**src/rtl/led_dim_pkg.sv**
```systemverilog
package led_dim_pkg;

  typedef enum logic [2:0] {
    MODE_CC  = 3'b001,
    MODE_HV  = 3'b010,
    MODE_PWM = 3'b100
  } led_mode_e;

  localparam int unsigned EN_BIT    = 0;
  localparam int unsigned GRAD_LSB  = 1;
  localparam int unsigned MODE_LSB  = 3;
  localparam int unsigned PWMC_LSB  = 5;
  localparam int unsigned CTRL_W    = 7;

  // cycles per level step for a given ramp-time code
  function automatic longint ramp_len(longint clk_hz, logic [1:0] code, longint steps);
    longint ms;
    longint v;
    case (code)
      2'd0:    ms = 15;
      2'd1:    ms = 460;
      2'd2:    ms = 930;
      default: ms = 1850;
    endcase
    v = (clk_hz * ms) / (64'd1000 * steps);
    if (v < 1) v = 1;
    return v;
  endfunction

  function automatic longint pwm_base(longint clk_hz, longint base_hz);
    longint v;
    v = clk_hz / base_hz;
    if (v < 2) v = 2;
    return v;
  endfunction

endpackage

```
**src/rtl/led_cfg_regs.sv**
```systemverilog
module led_cfg_regs
  import led_dim_pkg::*;
(
  input  logic              clk_i,
  input  logic              rst_ni,
  input  logic              we_i,
  input  logic [CTRL_W-1:0] ctrl_i,
  output logic              en_o,
  output logic [1:0]        grad_o,
  output logic [1:0]        pwmc_o,
  output led_mode_e         mode_o,
  output logic              illegal_o,
  output logic              ramp_restart_o,
  output logic              pwm_restart_o
);

  logic      en_q;
  logic [1:0] grad_q, pwmc_q;
  led_mode_e mode_q;
  logic      illegal_q;

  logic       new_en;
  logic [1:0] new_grad, new_mode, new_pwmc;

  assign new_en   = ctrl_i[EN_BIT];
  assign new_grad = ctrl_i[GRAD_LSB +: 2];
  assign new_mode = ctrl_i[MODE_LSB +: 2];
  assign new_pwmc = ctrl_i[PWMC_LSB +: 2];

  assign ramp_restart_o = we_i && ((new_en != en_q) || (new_grad != grad_q));
  assign pwm_restart_o  = we_i && (new_pwmc != pwmc_q);

  always_ff @(posedge clk_i or negedge rst_ni) begin
    if (!rst_ni) begin
      en_q      <= 1'b0;
      grad_q    <= 2'd0;
      pwmc_q    <= 2'd0;
      mode_q    <= MODE_CC;
      illegal_q <= 1'b0;
    end else if (we_i) begin
      en_q   <= new_en;
      grad_q <= new_grad;
      pwmc_q <= new_pwmc;
      case (new_mode)
        2'b00: begin mode_q <= MODE_CC;  illegal_q <= 1'b0; end
        2'b01: begin mode_q <= MODE_HV;  illegal_q <= 1'b0; end
        2'b10: begin mode_q <= MODE_PWM; illegal_q <= 1'b0; end
        default: illegal_q <= 1'b1;  // unsupported: hold mode
      endcase
    end
  end

  assign en_o      = en_q;
  assign grad_o    = grad_q;
  assign pwmc_o    = pwmc_q;
  assign mode_o    = mode_q;
  assign illegal_o = illegal_q;

endmodule

```
**src/rtl/led_ramp_gen.sv**
```systemverilog
module led_ramp_gen
  import led_dim_pkg::*;
#(
  parameter longint      CLK_HZ = 50_000_000,
  parameter int unsigned LVL_W  = 8
) (
  input  logic             clk_i,
  input  logic             rst_ni,
  input  logic             en_i,
  input  logic [1:0]       grad_i,
  input  logic             restart_i,
  output logic [LVL_W-1:0] level_o
);

  localparam longint      LVL_MAX = (64'd1 << LVL_W) - 1;
  localparam longint      LEN_MAX = ramp_len(CLK_HZ, 2'd3, LVL_MAX);
  localparam int unsigned CNT_W   = $clog2(LEN_MAX + 1);

  logic [CNT_W-1:0] last_tab [4];

  for (genvar g = 0; g < 4; g++) begin : g_len
    localparam longint LEN = ramp_len(CLK_HZ, 2'(g), LVL_MAX);
    assign last_tab[g] = CNT_W'(LEN - 1);
  end

  logic [CNT_W-1:0] cnt_q;
  logic [LVL_W-1:0] lvl_q;
  logic             at_top, at_bot, idle;

  assign at_top = (lvl_q == LVL_W'(LVL_MAX));
  assign at_bot = (lvl_q == '0);
  assign idle   = en_i ? at_top : at_bot;

  always_ff @(posedge clk_i or negedge rst_ni) begin
    if (!rst_ni) begin
      cnt_q <= '0;
      lvl_q <= '0;
    end else if (restart_i || idle) begin
      cnt_q <= '0;
    end else if (cnt_q >= last_tab[grad_i]) begin
      cnt_q <= '0;
      lvl_q <= en_i ? lvl_q + 1'b1 : lvl_q - 1'b1;
    end else begin
      cnt_q <= cnt_q + 1'b1;
    end
  end

  assign level_o = lvl_q;

endmodule

```
**src/rtl/led_pwm_div.sv**
```systemverilog
module led_pwm_div
  import led_dim_pkg::*;
#(
  parameter longint CLK_HZ      = 50_000_000,
  parameter longint PWM_BASE_HZ = 8770
) (
  input  logic       clk_i,
  input  logic       rst_ni,
  input  logic [1:0] rate_i,
  input  logic       restart_i,
  output logic       tick_o
);

  localparam longint      BASE  = pwm_base(CLK_HZ, PWM_BASE_HZ);
  localparam int unsigned CNT_W = $clog2(4 * BASE + 1);

  logic [CNT_W-1:0] last_tab [4];

  for (genvar g = 0; g < 4; g++) begin : g_per
    assign last_tab[g] = CNT_W'(BASE * (g + 1) - 1);
  end

  logic [CNT_W-1:0] cnt_q;
  logic             tick_q;

  always_ff @(posedge clk_i or negedge rst_ni) begin
    if (!rst_ni) begin
      cnt_q  <= '0;
      tick_q <= 1'b0;
    end else if (restart_i) begin
      cnt_q  <= '0;
      tick_q <= 1'b0;
    end else if (cnt_q >= last_tab[rate_i]) begin
      cnt_q  <= '0;
      tick_q <= 1'b1;
    end else begin
      cnt_q  <= cnt_q + 1'b1;
      tick_q <= 1'b0;
    end
  end

  assign tick_o = tick_q;

endmodule

```
**src/rtl/led_dim_ctrl.sv**
```systemverilog
module led_dim_ctrl
  import led_dim_pkg::*;
#(
  parameter longint      CLK_HZ      = 50_000_000,
  parameter longint      PWM_BASE_HZ = 8770,
  parameter int unsigned LVL_W       = 8
) (
  input  logic             clk_i,
  input  logic             rst_ni,
  input  logic             ctrl_we_i,
  input  logic [6:0]       ctrl_i,
  output logic [LVL_W-1:0] level_o,
  output logic             pwm_tick_o,
  output logic [2:0]       mode_o,
  output logic             mode_illegal_o
);

  logic       en, ramp_rst, pwm_rst;
  logic [1:0] grad, pwmc;
  led_mode_e  mode;

  led_cfg_regs u_cfg (
    .clk_i          (clk_i),
    .rst_ni         (rst_ni),
    .we_i           (ctrl_we_i),
    .ctrl_i         (ctrl_i),
    .en_o           (en),
    .grad_o         (grad),
    .pwmc_o         (pwmc),
    .mode_o         (mode),
    .illegal_o      (mode_illegal_o),
    .ramp_restart_o (ramp_rst),
    .pwm_restart_o  (pwm_rst)
  );

  led_ramp_gen #(
    .CLK_HZ (CLK_HZ),
    .LVL_W  (LVL_W)
  ) u_ramp (
    .clk_i     (clk_i),
    .rst_ni    (rst_ni),
    .en_i      (en),
    .grad_i    (grad),
    .restart_i (ramp_rst),
    .level_o   (level_o)
  );

  led_pwm_div #(
    .CLK_HZ      (CLK_HZ),
    .PWM_BASE_HZ (PWM_BASE_HZ)
  ) u_pwm (
    .clk_i     (clk_i),
    .rst_ni    (rst_ni),
    .rate_i    (pwmc),
    .restart_i (pwm_rst),
    .tick_o    (pwm_tick_o)
  );

  assign mode_o = mode;

endmodule

```
**config.mk**
```make
export PLATFORM = sky130hd
export DESIGN_NAME = led_dim_ctrl
export DESIGN_NICKNAME = d
export VERILOG_FILES = /design/src/rtl/led_dim_pkg.sv /design/src/rtl/led_cfg_regs.sv /design/src/rtl/led_ramp_gen.sv /design/src/rtl/led_pwm_div.sv /design/src/rtl/led_dim_ctrl.sv
export SDC_FILE = /design/constraint.sdc
export NUM_CORES = 1
export LEC_CHECK = 0
export BUFFER_PORTS_ARGS = -buffer_cell sky130_fd_sc_hd__buf_2
export CORE_MARGIN = 1
export CORE_UTILIZATION = 50
export CTS_CLUSTER_SIZE = 25
export DETAILED_ROUTE_END_ITERATION = 8
export PLACE_DENSITY = 0.67
export SLEW_MARGIN = 25
export SYNTH_ARGS = -nofsm -noshare
export SYNTH_HDL_FRONTEND = slang
export SYNTH_SLANG_ARGS = --single-unit
```
**constraint.sdc**
```tcl
create_clock -name clk_i -period 3.12 [get_ports clk_i]
set_clock_uncertainty 0.1 [all_clocks]
set_input_delay 0.468 -clock clk_i [delete_from_list [all_inputs] [get_ports clk_i]]
set_output_delay 0.468 -clock clk_i [all_outputs]
set_load 0.005 [all_outputs]
```
==> metrics.yaml <==
cts.reportedPaths.clkPinSlew_ps: 100
worstMarginPinSlew_ps: 557.5
drive_gt1_share_pct: 13.30
finalHoldViolations: 0
dieArea_mm2: 0.007194
htree_num_levels: 2
port_buffers: 22
die_y_um: 84.82
cts_tree: "built"
grt-ovfl-total: 0
setup_viol: 0
postSynthAreaPerCell_um2: 9.827
fp.dieW_um: 84.82
grt_usage_pct: 19.23
slew_violations: 0
max_freq_ghz: 0.3566
dr.pass1.iters: 4
root_buffer: "clkbuf_8"
yosys_warnings: 0
syn-instance-count: 349
ff2ff_path_depth: 10
cts_made_buffers: 5
reg2reg_from: "u_cfg.grad_o[0]"
powerDensity_mw_per_mm2: 368.2
rrSetupSlack_ps: 320
vias_per_cell: 5.395
timing.final.crit_period_ps: 2804
p_leak_nw: 1.900
place.gp.congestion: 0.8120
max_slew_margin_pct: 62.83
fin_setup_tns_ps: 0
cts_buffer_depth: 2
synth_top_area_share_pct: 37.21
max-vdd-ir-drop_uv: 204.2
path_max_fanout: 7
synth.distinct_cells: 43
holdCritPathClass: "in2async"
end_kind: "register"
syn-cell-area_mm2: 0.003430
final_nets: 436
ant_nets: 0
yosys-top-cells-count: "51 x dfrtp_1, 50 x ha_1, 45 x nor2_1, 23 x inv_1, 23 x nand3_1"
ctsHoldBuffers: 0
core-area_mm2: 0.006495
whs_ps: 39.69
routed_wl_um: 6219
grt_max_degree: 29
async_flop_share_pct: 100.0
finalNonFillerCells: 453
post-synth-top-count-cell: "dfrtp_1"
wl_per_cell_um: 13.73
pwr-share-comb_pct: 17.3
drt_iter0_markers: 54
fin_util_pct: 57.21
cts_num_sinks: 52
post_cts_buffers: 0
vias: 2444
setup.worst_path.start_class: "register"
final-seq-area_mm2: 0.001303
synth-edff-count: 0
cts_resized: 0
net-switching-power_uw: 405.7
p_int_uw: 962.5
multi_input_comb_area_mm2: 0.002013
grt_pass1_wl_um: 11060
synth_area_leaders: "dfrtp_1 37%, ha_1 18%, xor2_1 5.6%, xnor2_1 5.1%, nor2_1 4.9%"
status: "finished clean"
antenna_found_initial: 0
yosysTopAreaCell: "dfrtp_1"
critical_path_class: "reg2reg"
pwr-share-clk_pct: 28.2
r2r_end: "u_ramp.level_o[6]"
fillers: 584
rsz0062_at_grt: "no"
rows: 29
grt_pass1_vias: 2362
clk_latency_ps: 310
initial_utilization_pct: 52.80
ys_seq_area_share_pct: 37.98
ios: 23
netSwitchingFraction_pct: 29.65
area_growth_syn_to_layout_pct: 8.355
synth_seq_cells: 52
drcViolationCount: 0
p_total_mw: 1.368
dp_hpwl_um: 4897
drv_cap: 0
synth_nets: 410
fin_crit_sh_pct: 89.88
arrival_ps: 2890
synth_top_flop_cell: "dfrtp_1"
pwr-share-seq_pct: 54.5
dp_cells: 445
diodes: 0
cp.required_ps: 3210
==> placed cells by master, fill, tap and decap left out, types with 3 or more instances in the layout <==
master | netlist | routed
dfrtp_1 | 51 | 51
ha_1 | 50 | 50
nor2_1 | 45 | 45
inv_1 | 23 | 23
nand3_1 | 23 | 23
xor2_1 | 22 | 22
buf_2 | 1 | 22
xnor2_1 | 20 | 20
o21ai_0 | 14 | 14
nand2_1 | 14 | 14
a21oi_1 | 13 | 13
nand4_1 | 11 | 11
a21o_1 | 7 | 7
and3_1 | 7 | 7
clkbuf_8 | 0 | 5
mux2_2 | 4 | 4
o211ai_1 | 3 | 3
and3_2 | 3 | 3
nor3_1 | 3 | 3
mux2_4 | 3 | 3
==> kinds of logic after synthesis <==
family                   count (synthesis)  share of synthesized area, %
AND/OR/NAND/NOR                        120                         17.40
flip-flops                              52                         37.98
adder cells (fa/ha/maj)                 51                         18.83
AO/OA/AOI/OAI                           49                         9.121
XOR/XNOR                                42                         10.73
buffers and inverters                   28                         3.320
multiplexers                             7                         2.627
==> how the worst max path moves through the flow <==
stage               startpoint                 to  cells after the start
4_1_cts        u_cfg.grad_o[0]  u_ramp.level_o[6]                     10
6_report       u_cfg.grad_o[0]  u_ramp.level_o[6]                     10
3_5_place_dp   u_cfg.grad_o[0]  u_ramp.level_o[1]                     10
2_1_floorplan  u_cfg.grad_o[0]  u_ramp.level_o[1]                     11
5_1_grt        u_cfg.grad_o[0]  u_ramp.level_o[6]                     10
3_3_place_gp   u_cfg.grad_o[0]  u_ramp.level_o[1]                     10
==> metal layers <==
metal	global-route usage [%]	part of all wire (%)	routed length, um	up-vias
li1	-	-	-	1260
met1	27.74	52	3227	1158
met2	31.56	46	2840	21
met3	2.626	1.7	107	5
met4	3.236	0.71	44	0
met5	0	0	0	-
==> flip-flops by register name (all words and copies together), names as in the netlist <==
name / count
u_ramp.cnt_q: 19
u_pwm.cnt_q: 15
u_ramp.level_o: 8
u_cfg.mode_o: 3
u_cfg.grad_o: 2
u_cfg.pwmc_o: 2
u_cfg.en_o: 1
u_cfg.illegal_o: 1
u_pwm.tick_o: 1
==> power by group through the flow <==
stage                     Clock [mW]  Sequential, mW  Combinational (mW)
after floorplan                    0           0.748               0.168
after global placement             0           0.758               0.230
after detailed placement           0           0.759               0.242
after CTS                      0.399           0.745               0.243
after global routing           0.421           0.751               0.283
final                          0.385           0.746               0.237
==> per-stage QoR <==
stage	setup WS, ps	instance area (um^2)
finish	315.7	3716
global route	86.96	3716
global placement	430.7	3623
CTS	297.1	3716
floorplan	532.8	3430
detailed placement	315.4	3623
==> cell type report <==
class	instances	share of cell area (%)
Timing Repair Buffer	24	3.367
Clock inverter	3	0.6397
Clock buffer	5	1.852
Inverter	23	2.323
Sequential cell	52	35.05
Tap cell	77	2.593
Multi-Input combinational cell	269	54.18
==> worst max-delay path, cell delays in order (launching register included) <==
cell	delay (ps)
dfrtp_1	470
inv_1	130
ha_1	210
inv_1	80
ha_1	250
a21o_1	170
a211oi_2	280
o211ai_1	140
a21boi_2	310
nand2b_4	250
mux2_4	310
No activity file was read; power rests on OpenSTA's default activity.
